File: src/rtl/zvo_pkg.sv
package zvo_pkg;

    localparam int unsigned MAX_WORD_CYC = 8;
    localparam int unsigned CNT_W        = $clog2(MAX_WORD_CYC);

    typedef logic [CNT_W-1:0] cnt_t;

    typedef struct packed {
        logic wide;
        logic div1;
    } mode_t;

    typedef struct packed {
        logic sol;
        logic sof;
    } mark_t;

    // divide-by-1 is honoured only for 16-bit output
    function automatic logic fast_mode(input mode_t m);
        return m.wide && m.div1;
    endfunction

    // cycles in half a pixel period
    function automatic cnt_t half_cyc(input mode_t m);
        return fast_mode(m) ? cnt_t'(1) : cnt_t'(2);
    endfunction

    // cycles in one pixel period
    function automatic cnt_t per_cyc(input mode_t m);
        return fast_mode(m) ? cnt_t'(2) : cnt_t'(4);
    endfunction

    // index of the final cycle spent on one input word
    function automatic cnt_t last_cyc(input mode_t m);
        if (!m.wide)
            return cnt_t'(7);
        return fast_mode(m) ? cnt_t'(1) : cnt_t'(3);
    endfunction

endpackage

File: src/rtl/zvo_pacer.sv
module zvo_pacer
    import zvo_pkg::*;
(
    input  logic  clk,
    input  logic  rst,
    input  logic  in_valid,
    input  mode_t cfg_mode,
    output logic  take,
    output logic  drop,
    output logic  advance,
    output cnt_t  cnt_nxt,
    output mode_t mode_q
);

    logic run_q;
    cnt_t cnt_q;
    logic last;
    logic slot;

    assign last    = run_q && (cnt_q == last_cyc(mode_q));
    assign slot    = !run_q || last;
    assign take    = slot && in_valid;
    assign drop    = last && !in_valid;
    assign advance = run_q && !last;
    assign cnt_nxt = cnt_q + cnt_t'(1);

    always_ff @(posedge clk) begin
        if (rst) begin
            run_q  <= 1'b0;
            cnt_q  <= '0;
            mode_q <= '0;
        end else if (take) begin
            run_q  <= 1'b1;
            cnt_q  <= '0;
            mode_q <= cfg_mode;
        end else if (drop) begin
            run_q  <= 1'b0;
            cnt_q  <= '0;
        end else if (advance) begin
            cnt_q  <= cnt_nxt;
        end
    end

endmodule

File: src/rtl/zvo_pclk_gen.sv
module zvo_pclk_gen (
    input  logic clk,
    input  logic rst,
    input  logic inv,
    input  logic start,
    input  logic rise,
    input  logic fall2,
    output logic pclk
);

    // lvl_q is the non-inverted level: 1 is idle, and 0 to 1 is the sampling edge
    logic lvl_q;
    logic lvl_d;

    always_comb begin
        lvl_d = lvl_q;
        if (start || fall2)
            lvl_d = 1'b0;
        else if (rise)
            lvl_d = 1'b1;
    end

    always_ff @(posedge clk) begin
        if (rst) begin
            lvl_q <= 1'b1;
            pclk  <= !inv;
        end else begin
            lvl_q <= lvl_d;
            pclk  <= lvl_d ^ inv;
        end
    end

endmodule

File: src/rtl/zvo_sync_track.sv
module zvo_sync_track
    import zvo_pkg::*;
(
    input  logic  clk,
    input  logic  rst,
    input  logic  take,
    input  mark_t mark,
    input  logic  drop,
    output logic  hsync_n,
    output logic  vsync
);

    always_ff @(posedge clk) begin
        if (rst) begin
            hsync_n <= 1'b1;
            vsync   <= 1'b0;
        end else if (take) begin
            hsync_n <= !mark.sol;
            if (mark.sof)
                vsync <= 1'b1;
            else if (mark.sol)
                vsync <= 1'b0;
        end else if (drop) begin
            hsync_n <= 1'b1;
        end
    end

endmodule

File: src/rtl/zvo_lane_sel.sv
module zvo_lane_sel #(
    parameter int unsigned DATA_W = 16
) (
    input  logic [DATA_W-1:0] word,
    input  logic              wide,
    input  logic              hi,
    output logic [DATA_W-1:0] lane
);

    localparam int unsigned LANE_W = DATA_W / 2;

    logic [LANE_W-1:0] lo_part;
    logic [LANE_W-1:0] hi_part;

    assign lo_part = word[LANE_W-1:0];
    assign hi_part = word[DATA_W-1:LANE_W];

    generate
        if (DATA_W % 2 == 0) begin : g_even
            always_comb begin
                if (wide)
                    lane = word;
                else
                    lane = {{LANE_W{1'b0}}, (hi ? hi_part : lo_part)};
            end
        end else begin : g_odd
            always_comb begin
                lane = wide ? word : {{(DATA_W-LANE_W){1'b0}}, lo_part};
            end
        end
    endgenerate

endmodule

File: src/rtl/zvo_port.sv
module zvo_port
    import zvo_pkg::*;
#(
    parameter int unsigned DATA_W = 16
) (
    input  logic              clk,
    input  logic              rst,
    input  logic              cfg_wide,
    input  logic              cfg_div1,
    input  logic              cfg_invert,
    input  logic              in_valid,
    output logic              in_ready,
    input  logic [DATA_W-1:0] in_data,
    input  logic              in_sol,
    input  logic              in_sof,
    output logic              vid_clk,
    output logic [DATA_W-1:0] vid_data,
    output logic              vid_hsync_n,
    output logic              vid_vsync,
    output logic              vid_de
);

    mode_t cfg_mode;
    mode_t mode_q;
    mark_t mark;
    logic  take;
    logic  drop;
    logic  advance;
    cnt_t  cnt_nxt;
    logic  rise;
    logic  fall2;
    logic  lat_wide;

    logic [DATA_W-1:0] src_word;
    logic              src_wide;
    logic [DATA_W-1:0] lane;

    assign cfg_mode = '{wide: cfg_wide, div1: cfg_div1};
    assign mark     = '{sol: in_sol, sof: in_sof};
    assign lat_wide = mode_q.wide;

    zvo_pacer u_pace (
        .clk      (clk),
        .rst      (rst),
        .in_valid (in_valid),
        .cfg_mode (cfg_mode),
        .take     (take),
        .drop     (drop),
        .advance  (advance),
        .cnt_nxt  (cnt_nxt),
        .mode_q   (mode_q)
    );

    assign in_ready = take;

    // edges inside a word, relative to the cycle index that comes next
    assign rise  = advance &&
                   ((cnt_nxt == half_cyc(mode_q)) ||
                    (!mode_q.wide &&
                     cnt_nxt == cnt_t'(half_cyc(mode_q) + per_cyc(mode_q))));
    assign fall2 = advance && !mode_q.wide && (cnt_nxt == per_cyc(mode_q));

    zvo_pclk_gen u_pclk (
        .clk   (clk),
        .rst   (rst),
        .inv   (cfg_invert),
        .start (take),
        .rise  (rise),
        .fall2 (fall2),
        .pclk  (vid_clk)
    );

    zvo_sync_track u_sync (
        .clk     (clk),
        .rst     (rst),
        .take    (take),
        .mark    (mark),
        .drop    (drop),
        .hsync_n (vid_hsync_n),
        .vsync   (vid_vsync)
    );

    logic [DATA_W-1:0] word_q;

    assign src_word = take ? in_data : word_q;
    assign src_wide = take ? cfg_wide : mode_q.wide;

    zvo_lane_sel #(.DATA_W(DATA_W)) u_lane (
        .word (src_word),
        .wide (src_wide),
        .hi   (!take && fall2),
        .lane (lane)
    );

    always_ff @(posedge clk) begin
        if (rst) begin
            word_q   <= '0;
            vid_data <= '0;
            vid_de   <= 1'b0;
        end else begin
            if (take) begin
                word_q <= in_data;
                vid_de <= 1'b1;
            end else if (drop) begin
                vid_de <= 1'b0;
            end
            if (take || fall2)
                vid_data <= lane;
        end
    end

endmodule

File: config.mk
export PLATFORM = sky130hd
export DESIGN_NAME = zvo_port
export DESIGN_NICKNAME = d
export VERILOG_FILES = /design/src/rtl/zvo_pkg.sv /design/src/rtl/zvo_pacer.sv /design/src/rtl/zvo_pclk_gen.sv /design/src/rtl/zvo_sync_track.sv /design/src/rtl/zvo_lane_sel.sv /design/src/rtl/zvo_port.sv
export SDC_FILE = /design/constraint.sdc
export NUM_CORES = 1
export LEC_CHECK = 0
export ABC_AREA = 1
export BUFFER_PORTS_ARGS = -buffer_cell sky130_fd_sc_hd__buf_2
export CAP_MARGIN = 20
export CORE_AREA = 2 2 64 66
export CTS_BUF_LIST = sky130_fd_sc_hd__clkbuf_8
export DETAILED_ROUTE_END_ITERATION = 10
export DIE_AREA = 0 0 66 68
export GPL_ROUTABILITY_DRIVEN = 0
export GPL_TIMING_DRIVEN = 1
export PLACE_DENSITY_LB_ADDON = 0.3
export SKIP_CTS_REPAIR_TIMING = 1
export SYNTH_ARGS = -nofsm -noshare
export SYNTH_HDL_FRONTEND = slang
export SYNTH_SLANG_ARGS = --single-unit
File: constraint.sdc
create_clock -name clk -period 2.09 [get_ports clk]
set_input_delay 0.3135 -clock clk [delete_from_list [all_inputs] [get_ports clk]]
set_output_delay 0.3135 -clock clk [all_outputs]
set_load 0.02 [all_outputs]
# Word-level counts from Yosys, hierarchy flattened
# Cells that the tools add are included.
[op_classes] n_bitwise=1 n_div=0 mul=0 n_eq_ne=4 shifts=0 muxes=17 n_reduce_logical=24 n_addsub=2 n_lt_le_gt_ge=0
[op_table] op="$mux 16" count=2
[op_table] op="$eq 3x3->1" count=4
[op_table] op="$logic_and 1x1->1" count=10
[op_table] op="$mux 1" count=10
[op_table] op="$mux 8" count=1
[op_table] op="$logic_not 1->1" count=7
[op_table] op="$mux 3" count=2
[op_table] op="$mux 2" count=2
[op_table] op="$reduce_bool 2->1" count=2
[op_table] op="$add 2x3->3" count=1
[op_table] op="$add 3x1->3 const B" count=1
[op_table] op="$logic_or 1x1->1" count=3
[op_table] op="$reduce_or 3->1" count=1
[op_table] op="$reduce_and 2->1" count=1
[op_table] op="$xor 1x1->1" count=1
[totals] romBits=0 ff_bits=42 latchBits=0 word_cells=58 out_inout_bits=21 ramBits=0 inputBits=24 mem_count=0

# Longest topological paths before layout
# Gate-level depths: netlist of the first run.
[logic_depth] depth_word=13 mapped_depth=12 mapped_depth_nobuf=12

# By module
# From an unflattened synthesis of the first run, not the netlist that was laid out.
[unflattened] hier_cells=329 hier_area_um2=2169.6
[modules_own_cells] module="zvo_port" instances=1 seq_area_each_um2=660.6 area_per_inst_um2=1470.2 cells_per_inst=212
[modules_own_cells] module="zvo_pacer" instances=1 seq_area_each_um2=120.1 area_per_inst_um2=345.3 cells_per_inst=49
[modules_own_cells] module="zvo_lane_sel" instances=1 seq_area_each_um2=0.0 area_per_inst_um2=191.4 cells_per_inst=44
[modules_own_cells] module="zvo_pclk_gen" instances=1 seq_area_each_um2=40.0 area_per_inst_um2=85.1 cells_per_inst=13
[modules_own_cells] module="zvo_sync_track" instances=1 seq_area_each_um2=40.0 area_per_inst_um2=77.6 cells_per_inst=11

# Worst setup path before layout of the first run
# Ideal clock, no wire load.
[synth_path] path_type="register -> register" startpoint="reg u_pace.cnt_q[0]" endpoint="reg vid_data[0]" setup_ns=0.109 slack_ns=0.312 t_arrival_ns=1.669 stages_incl_launch_ff=9 t_required_ns=1.981 synth_period_minus_slack_ns=1.778 path_buffers=1 path_cell_list="dfxtp_1 -> ha_1 -> nor3_1 -> nand4_4 -> nand2_4 -> buf_12 -> nand3_1 -> nand2_1 -> inv_1"
[synth_via] elab_cells_between_ends=17 cone_classes="add/sub (1); eq/ne (2); mux (4); reduce/logical (10)"
[synth_rtl] element="start: declaration" line="zvo_pacer.sv:16" rtl="cnt_t cnt_q;"
[synth_rtl] element="start signal: assignment" line="zvo_pacer.sv:40" rtl="cnt_q <= cnt_nxt;"
[synth_rtl] element="$add 3x1->3 *" line="zvo_pacer.sv:25" rtl="assign cnt_nxt = cnt_q + cnt_t'(1);"
[synth_rtl] element="via cnt_nxt[1]" line="zvo_port.sv:29" rtl="cnt_t cnt_nxt;"
[synth_rtl] element="$eq 3x3->1 *" line="zvo_port.sv:61" rtl="assign fall2 = advance && !mode_q.wide && (cnt_nxt == per_cyc(mode_q));"
[synth_rtl] element="$logic_and 1x1->1 *" line="zvo_port.sv:61"
[synth_rtl] element="$logic_and 1x1->1" line="zvo_port.sv:91" rtl=".hi (!take && fall2),"
[synth_rtl] element="$mux 8" line="zvo_lane_sel.sv:24" rtl="lane = {{LANE_W{1'b0}}, (hi ? hi_part : lo_part)};"
[synth_rtl] element="$mux 16" line="zvo_lane_sel.sv:21" rtl="if (wide)"
[synth_rtl] element="end signal: assignment" line="zvo_port.sv:108" rtl="vid_data <= lane;"
[synth_rtl] element="end: declaration" line="zvo_port.sv:17" rtl="output logic [DATA_W-1:0] vid_data,"
# The timed path passes the listed nets; every way through them passes the cells marked *.
# A chain may end at the register's enable or synchronous reset.

# Worst setup path after layout of the first run
[layout_path] startpoint="reg u_pace.cnt_q[0]" endpoint="out in_ready"
[layout_via] elab_chain_cells=4
[layout_rtl] element="$eq 3x3->1" line="zvo_pacer.sv:20" rtl="assign last = run_q && (cnt_q == last_cyc(mode_q));"
[layout_rtl] element="$logic_and 1x1->1" line="zvo_pacer.sv:20"
[layout_rtl] element="$logic_or 1x1->1" line="zvo_pacer.sv:21" rtl="assign slot = !run_q || last;"
[layout_rtl] element="$logic_and 1x1->1" line="zvo_pacer.sv:22" rtl="assign take = slot && in_valid;"
[layout_rtl] element="end: declaration" line="zvo_port.sv:12" rtl="output logic in_ready,"
# Every way passes these cells.

==> results of run 1 <==
-- layout by cell type (no fill, tap or decap), drive strengths merged --
cell type  synthesis  final
a21oi              6      6
buf                6     50
bufinv             0      1
clkbuf             5      5
clkinv             0      2
dfxtp             42     42
ha                 1      1
inv               57     57
nand2             79     79
nand3             54     54
nand4              1      1
nor2              23     23
nor3               1      1
o21ai              3      3
o21bai             9      9
o22ai              1      1
or2                1      1
xor2               1      1
-- final timing paths --
| check | from | to | cells past startpoint |
|---|---|---|---|
| max | u_pace.cnt_q[0] | in_ready | 7 |
| min | cfg_invert | u_pclk.pclk | 3 |
| max reg2reg | u_pace.cnt_q[0] | u_pclk.pclk | 9 |
| min reg2reg | vid_data[10] | vid_data[10] | 2 |
-- final cells by class --
cell class	instances	area (um^2)	area share [%]
Multi-Input combinational cell	180	923.4	38.18
Tap cell	50	62.56	2.587
Clock buffer	5	68.82	2.845
Timing Repair Buffer	50	265.3	10.97
Sequential cell	42	842.1	34.82
Inverter	57	216.5	8.950
Clock inverter	3	40.04	1.655
-- where the power goes --
part | internal, mW | switching, mW
logic | 0.121 | 0.215
registers | 0.859 | 0.0288
clock network | 0.352 | 0.281
total | 1.33 | 0.525
-- cell usage after synthesis --
library cell,number,area (um^2)
nand4_4,1,21.27
nand2_1,70,262.8
or2_2,1,6.260
nand3_1,54,270.3
o21ai_0,3,15.01
clkbuf_1,5,18.77
nor2_2,5,31.28
nand2_2,5,31.28
nand2_8,1,20.02
a21oi_1,6,30.03
buf_6,3,33.78
inv_1,54,202.7
nor3_1,1,5.000
o21bai_2,2,22.52
buf_2,2,10.01
o21bai_1,7,52.55
o22ai_1,1,6.260
nand2_4,3,33.78
ha_1,1,12.51
dfxtp_1,42,840.8
inv_4,1,6.260
buf_12,1,20.02
nor2_1,17,63.81
nor2_8,1,20.02
inv_2,2,7.510
xor2_1,1,8.760
-- critical path: cells and delay by family (launching register included) --
family	cells	cell delay (ns)
buffers and inverters	2	0.25
AND/OR/NAND/NOR	5	0.60
flip-flops	1	0.43
-- registers in the layout, indices dropped and copies added, names as in the netlist --
signal	count
vid_data	16
word_q	16
u_pace.cnt_q	3
u_pace.mode_q	2
u_pace.run_q	1
u_pclk.lvl_q	1
u_pclk.pclk	1
u_sync.hsync_n	1
u_sync.vsync	1
-- per-layer routing --
| metal | GRT usage, % | up-vias | part of all wire, % |
|---|---|---|---|
| met1 | 27.01 | 800 | 47 |
| met2 | 36.11 | 44 | 47 |
| li1 | - | 975 | - |
| met4 | 8.418 | 0 | 1.7 |
| met5 | 0 | - | 0 |
| met3 | 4.934 | 6 | 4.2 |
-- through the flow --
stage	utilization, %	setup WS, ns	area, um^2	hold WS (ns)	cells
6_report	62.72	0.1952	2419	0.2497	387
5_1_grt	62.72	0.02668	2419	0.2829	387
4_1_cts	62.43	0.1205	2407	0.2454	387
3_5_place_dp	59.60	0.1529	2298	0.4584	379
3_3_place_gp	59.60	0.2361	2298	0.4592	379
2_1_floorplan	-	0.3120	2053	0.4544	290
-- cells by family after synthesis --
kind of cell	Yosys count
flops	42
buf+inv	68
compound gates	19
xor+xnor	1
fa+ha+maj	1
simple gates	159
==> reports/qor.txt, run 1 <==
status: finished clean
antenna violations before repair: 0
FILL cells: 376
CTS tree: yes
grt ovf: 0
Die Y: 68 um
Pre-Repair DR Iteration Count: 4
via/cell ratio: 4.716
main combinational cell family by area after synthesis: simple AND/OR/NAND/NOR gates
Tcrit/Tclk final: 90.66%
vias in the first global route: 1648
CTS root buffer: clkbuf_8
Rows: 23
Startpoint Class: flip-flop
Synth Net Count: 315
Final HPWL DP: 3107 um
layout cells sized above 1: 24.33%
Total GRT Usage: 21.53%
clk slew on worst S/H paths: 0.08 ns
worst path cell trace: nand2_1, nor2_2, nand2_4, nand2_4, nand2_8, inv_2, buf_2
via count: 1825
setup TNS: 0 ns
# setup viols final: 0
r2r setup slk: 0.26 ns
post-route minimum period: 1.895 ns
crit path kind: reg2out
PwrDens: 767.4 nW/um^2
fmax: 527.8 MHz
I/O Buffers: 44
Crit Path Max Fanout: 15
final-stage net count: 361
CP endpoint kind: primary output
worst vdd ir: 0.0004254 V
Synth Cell Area: 2053 um^2
most frequent CP cell: nand2_4
first-pass GRT wire length: 7307 um
initial DRC count: 105
largest net degree at the start of global routing: 19
Warnings, synthesis: 0
Seq/Total Area, Yosys: 40.95%
cts bufs inserted: 5
Ports: 45
die width: 66 um
Post-Synth XOR/XNOR Area: 0.4266%
worst-skew pair later-pin latency: 0.30 ns
final hold vios: 0
simple-gate share of the synthesized area: 37.29%
#FFs+latches synth: 42
Least-Margin Pin Slew: 0.3805 ns
syn_area_per_cell: 7.080 um^2
Synth Area in Compound Gates: 6.155%
drt wl/cell: 11.05 um
DRC: 0
max cap viols: 0
Post-Synth Adder-Cell Area: 0.6094%
Synth cell types: 26
gate count of the mapped netlist: 290
Core Region: 3856 um^2
Inserted Diodes: 0
Longest Clk Path Bufs: 2
die area: 4488 um^2
H-tree levels: 2
Worst path max stage delay: 0.43 ns
total power: 1.856 mW
# clock sinks: 42
slowest CP cell: dfxtp_1
Worst EP required: 1.78 ns
drt total wl: 4275 um
post-synthesis mux area share: 0%
Slew Viols, Final: 0
Hold Path Class: in2reg
RSZ-0062 raised after global routing: false
clk_skew: 0.006200 ns
CP arrival: 1.58 ns
Initial Util: 53.24%
Pleak: 1.375 nW
Antenna Nets Post-Route: 0
area growth from synthesis to layout: 17.79%
Slew HR: 74.55%
No activity file was read; power rests on OpenSTA's default activity.
==> inputs of run 2 (changes only) <==
--- a/config.mk
+++ b/config.mk
@@ -15,6 +15,7 @@
 export GPL_ROUTABILITY_DRIVEN = 0
 export GPL_TIMING_DRIVEN = 1
 export PLACE_DENSITY_LB_ADDON = 0.3
+export SETUP_SLACK_MARGIN = 0.3
 export SKIP_CTS_REPAIR_TIMING = 1
 export SYNTH_ARGS = -nofsm -noshare
 export SYNTH_HDL_FRONTEND = slang
==> reports/qor.txt, run 2 (synthesized netlist as in run 1, its figures left out) <==
Final HPWL DP: 3107 um (unchanged)
Least-Margin Pin Slew: 0.4575 ns (+0.07698 ns)
Tcrit/Tclk final: 80.83% (-9.8 points)
total power: 1.890 mW (+1.8%)
clk slew on worst S/H paths: 0.08 ns (about the same)
Rows: 23 (unchanged)
via count: 1888 (+3.5%)
Worst EP required: 1.78 ns (about the same)
Slew Viols, Final: 0 (unchanged)
combinational share of power: 19.6% (+1.5 points)
Hold Path Class: in2reg
multi-input logic area: 978.4 um^2 (+6.0%)
Crit Path Max Fanout: 6 (-9)
grt ovf: 0 (unchanged)
CP endpoint kind: primary output
worst vdd ir: 0.0004259 V (+0.13%)
drt wl/cell: 11.46 um (+3.8%)
largest net degree at the start of global routing: 19 (unchanged)
Ports: 45 (unchanged)
Die Y: 68 um (unchanged)
FF+latch area: 852.1 um^2 (+1.2%)
Slew HR: 69.46% (-5.1 points)
Pre-Repair DR Iteration Count: 4 (unchanged)
cts bufs inserted: 5 (unchanged)
max cap viols: 0 (unchanged)
Pleak: 1.426 nW (+3.7%)
setup TNS: 0 ns (unchanged)
commonest non-fill, non-tap cells in the layout: nand2_1, inv_1, nand3_1
crit path kind: reg2out
area growth from synthesis to layout: 24.86%
Antenna Nets Post-Route: 0 (unchanged)
via/cell ratio: 4.756 (+0.85%)
final hold vios: 0 (unchanged)
RSZ-0062 raised after global routing: false
part of the power in registers: 47.0% (-0.8 points)
status: finished clean
vias in the first global route: 1648 (unchanged)
initial DRC count: 135 (+29%)
clk_skew: 0.005362 ns (-0.0008380 ns)
layout cells sized above 1: 28.24% (+3.9 points)
top flop regs: vid_data x16, word_q x16, u_pace.cnt_q x3
die width: 66 um (unchanged)
H-tree levels: 2 (unchanged)
Initial Util: 53.24% (unchanged)
FILL cells: 352 (-6.4%)
NetSw: 0.5368 mW (+2.3%)
first-pass GRT wire length: 7307 um (unchanged)
cell internal pwr: 1.353 mW (+1.6%)
Inserted Diodes: 0 (unchanged)
final core occ: 66.48% (+3.8 points)
Startpoint Class: flip-flop
post-route minimum period: 1.689 ns (-0.2053 ns)
# clock sinks: 42 (unchanged)
most common cell after layout, fill and taps aside: nand2_1
R2R cell count: 8 (-1)
final-stage net count: 371 (+2.8%)
CTS root buffer: clkbuf_8
Hold Crit Depth: 3 (unchanged)
CP arrival: 1.38 ns (-0.20 ns)
DRC: 0 (unchanged)
Longest Clk Path Bufs: 2 (unchanged)
PwrDens: 737.1 nW/um^2 (-4.0%)
switch share: 28.41% (+0.15 points)
Clk pwr share: 33.4% (-0.7 points)
Core Region: 3856 um^2 (unchanged)
worst-skew pair later-pin latency: 0.30 ns (about the same)
antenna violations before repair: 0 (unchanged)
drt total wl: 4550 um (+6.4%)
die area: 4488 um^2 (unchanged)
# setup viols final: 0 (unchanged)
placed cells: 379 (unchanged)
Total GRT Usage: 21.53% (unchanged)
fmax: 591.9 MHz (+12%)
CTS tree: yes
Final Non-Filler Cells: 397 (+2.6%)
I/O Buffers: 44 (unchanged)
==> run 2: metrics by stage <==
step	cell area, um^2	worst slack (ns)	hold slack [ns]
floorplan	2053	0.3120	0.4544
global placement	2298	0.2361	0.4592
detailed placement	2298	0.1529	0.4584
CTS	2407	0.1205	0.2454
global route	2564	0.3043	0.2824
finish	2564	0.4006	0.2509
==> run 2: critical path, cell delays in order (launching register included) <==
cell and delay (ns):
dfxtp_4 0.37, nand2_1 0.06, nand2_1 0.06, nor2_2 0.15, nand2_4 0.10, nand2_8 0.10, nand2_8 0.08, inv_4 0.07
buf_6 0.11
==> run 2: power groups by stage <==
stage	logic, mW	registers, mW	clock network (mW)
3_5_place_dp	0.335	0.906	0
5_1_grt	0.418	0.895	0.680
3_3_place_gp	0.332	0.905	0
4_1_cts	0.338	0.887	0.641
2_1_floorplan	0.222	0.935	0
6_report	0.370	0.889	0.631
==> run 2: layout make-up <==
type	instances	share of cell area (%)
inverters	57	8.541
flip-flops and latches	42	33.24
well taps	50	2.440
clock inverters	3	1.562
multi-input cells	181	38.16
repair buffers	59	13.37
clock buffers	5	2.684
==> run 2: worst paths after layout <==
| path | from | endpoint | slack (ns) |
|---|---|---|---|
| max | u_pace.mode_q[1] | in_ready | 0.40 |
| min | cfg_invert | u_pclk.pclk | 0.25 |
| max reg2reg | u_pace.cnt_q[0] | vid_data[6] | 0.45 |
| min reg2reg | vid_data[10] | vid_data[10] | 0.47 |
==> run 2: per-layer routing <==
layer / vias up / track usage, % / part of all wire [%]
met4: 0 / 8.418 / 2.5
li1: 998 / - / -
met2: 50 / 36.11 / 48
met1: 831 / 27.01 / 45
met5: - / 0 / 0
met3: 9 / 4.934 / 4.7
==> inputs of run 3 (changes only) <==
--- a/config.mk
+++ b/config.mk
@@ -8,10 +8,10 @@
 export ABC_AREA = 1
 export BUFFER_PORTS_ARGS = -buffer_cell sky130_fd_sc_hd__buf_2
 export CAP_MARGIN = 20
-export CORE_AREA = 2 2 64 66
+export CORE_AREA = 2 2 68 70
 export CTS_BUF_LIST = sky130_fd_sc_hd__clkbuf_8
 export DETAILED_ROUTE_END_ITERATION = 10
-export DIE_AREA = 0 0 66 68
+export DIE_AREA = 0 0 70 72
 export GPL_ROUTABILITY_DRIVEN = 0
 export GPL_TIMING_DRIVEN = 1
 export PLACE_DENSITY_LB_ADDON = 0.3
==> constraint.sdc (replaced) <==
create_clock -name clk -period 1.4 [get_ports clk]
set_input_delay 0.21 -clock clk [delete_from_list [all_inputs] [get_ports clk]]
set_output_delay 0.21 -clock clk [all_outputs]
set_load 0.02 [all_outputs]
==> reports/qor.txt, run 3 (synthesized netlist as in run 1, its figures left out) <==
clk_skew: 0.007316 ns (+0.001954 ns)
CP arrival: 1.42 ns (+0.04 ns)
Final WS setup: -0.2290 ns (-0.6295 ns)
worst-skew pair later-pin latency: 0.30 ns (about the same)
Crit Path Max Fanout: 6 (unchanged)
via/cell ratio: 4.953 (+4.1%)
Design Area, Final: 3033 um^2 (+18%)
worst path bufs/invs: 3 (+1)
die width: 70 um (+6.1%)
CP top delay family: simple AND/OR/NAND/NOR gates
placed cells: 398 (+5.0%)
Tcrit/Tclk final: 116.4%
post-route minimum period: 1.629 ns
status: finished, violations left
most common cell after layout, fill and taps aside: inv_1
DP Worst Slack: -0.1567 ns (-0.3096 ns)
# setup viols final: 36 (+36)
H-tree levels: 2 (unchanged)
vias in the first global route: 1805 (+9.5%)
grt ovf: 0 (unchanged)
Setup crit start: u_pace.mode_q[1]
final hold vios: 0 (unchanged)
R2R cell count: 8 (unchanged)
Rows: 24 (+4.3%)
end of the critical path: in_ready
WP depth: 9 (+1)
Total GRT Usage: 19.34% (-2.2 points)
Hold Path Class: in2reg
clk slew on worst S/H paths: 0.08 ns (about the same)
failing checks: negative setup slack
FF-to-FF End: u_pclk.pclk
RSZ-0062 raised after global routing: true
slowest CP cell: dfxtp_4
top flop regs: vid_data x16, word_q x16, u_pace.cnt_q x3
cts bufs inserted: 5 (unchanged)
drt wl/cell: 12.68 um (+11%)
part of the power in registers: 45.7% (-1.3 points)
CTS root buffer: clkbuf_8
Pleak: 1.592 nW (+12%)
Least-Margin Pin Slew: 0.2788 ns (-0.1788 ns)
Ports: 45 (unchanged)
R2R Path Start: u_pace.cnt_q[1]
initial DRC count: 71 (-47%)
Inserted Diodes: 0 (unchanged)
CP endpoint kind: primary output
Final HPWL DP: 3577 um (+15%)
Final Non-Filler Cells: 422 (+6.3%)
Worst path max stage delay: 0.37 ns (about the same)
# clock sinks: 42 (unchanged)
Core Region: 4264 um^2 (+11%)
Longest Clk Path Bufs: 2 (unchanged)
die area: 5040 um^2 (+12%)
Startpoint Class: flip-flop
worst hold slack: 0.1444 ns (-0.1065 ns)
Slew HR: 81.40% (+12 points)
final core occ: 71.13% (+4.6 points)
final-stage net count: 394 (+6.2%)
commonest non-fill, non-tap cells in the layout: inv_1, nand2_1, buf_2
r2r setup slk: -0.19 ns (-0.64 ns)
Die Y: 72 um (+5.9%)
via count: 2090 (+11%)
Initial Util: 48.15% (-5.1 points)
worst vdd ir: 0.0007191 V (+69%)
layout cells sized above 1: 45.41% (+17 points)
I/O Buffers: 44 (unchanged)
drt total wl: 5353 um (+18%)
DRC: 0 (unchanged)
setup TNS: -3.628 ns (-3.628 ns)
Worst EP required: 1.19 ns (-0.59 ns)
dpl cell area: 2603 um^2 (+13%)
NetSw: 0.8919 mW (+66%)
crit path kind: reg2out
area growth from synthesis to layout: 47.71%
first-pass GRT wire length: 7714 um (+5.6%)
PwrDens: 952.8 nW/um^2 (+29%)
combinational share of power: 26.2% (+6.6 points)
Slew Viols, Final: 0 (unchanged)
Clk pwr share: 28.1% (-5.3 points)
switch share: 30.86% (+2.5 points)
largest net degree at the start of global routing: 18 (-1)
Pre-Repair DR Iteration Count: 4 (unchanged)
total power: 2.890 mW (+53%)
max cap viols: 0 (unchanged)
cell internal pwr: 1.998 mW (+48%)
worst path cell trace: nand2_1, nand2_1, nor2_2, nand2_4, nand2_8, nand2_8, buf_12, clkinv_8, buf_8
antenna violations before repair: 0 (unchanged)
Antenna Nets Post-Route: 0 (unchanged)
CTS tree: yes
fmax: 613.9 MHz
-- run 3: cell types whose count changed in the layout (fill, tap and decap cells not counted), sizes merged --
| cell | delta |
|---|---|
| buf | +23 |
| nand2 | -1 |
| nor2 | +1 |
| clkbuf | +1 |
| bufinv | -1 |
-- run 3: worst min path at each step --
stage          cells past startpoint        from          endpoint  slack, ns
2_1_floorplan                      3  cfg_invert       u_pclk.pclk       0.35
3_3_place_gp                       3    cfg_div1  u_pace.mode_q[0]       0.45
3_5_place_dp                       3  cfg_invert       u_pclk.pclk       0.46
4_1_cts                            3  cfg_invert       u_pclk.pclk       0.14
5_1_grt                            3  cfg_invert       u_pclk.pclk       0.15
6_report                           3  cfg_invert       u_pclk.pclk       0.14
-- run 3: area by class of cell --
cell class | count | area [um^2]
clock buffers | 6 | 82.58
clock inverters | 2 | 8.758
fillers | 338 | 1231
inverters | 57 | 229.0
multi-input cells | 181 | 1189
flip-flops and latches | 42 | 860.8
well taps | 52 | 65.06
repair buffers | 82 | 598.1
-- run 3: tightest hold or removal path: cells and delay by family --
| family | cells | cell delay, ns |
|---|---|---|
| AND/OR/NAND/NOR | 2 | 0.13 |
| buffers and inverters | 1 | 0.09 |
-- run 3: per-layer routing --
layer / share of wire [%] / GRT usage (%)
met5: 0 / 0
met4: 0.88 / 7.051
met3: 3.8 / 4.306
met2: 53 / 33.33
met1: 42 / 23.93
-- run 3: power by group through the flow --
stage	logic [mW]	clock network, mW	registers, mW
floorplan	0.379	0	1.40
global placement	0.609	0	1.35
detailed placement	0.618	0	1.35
CTS	0.621	0.828	1.33
global route	0.822	0.879	1.33
finish	0.757	0.812	1.32
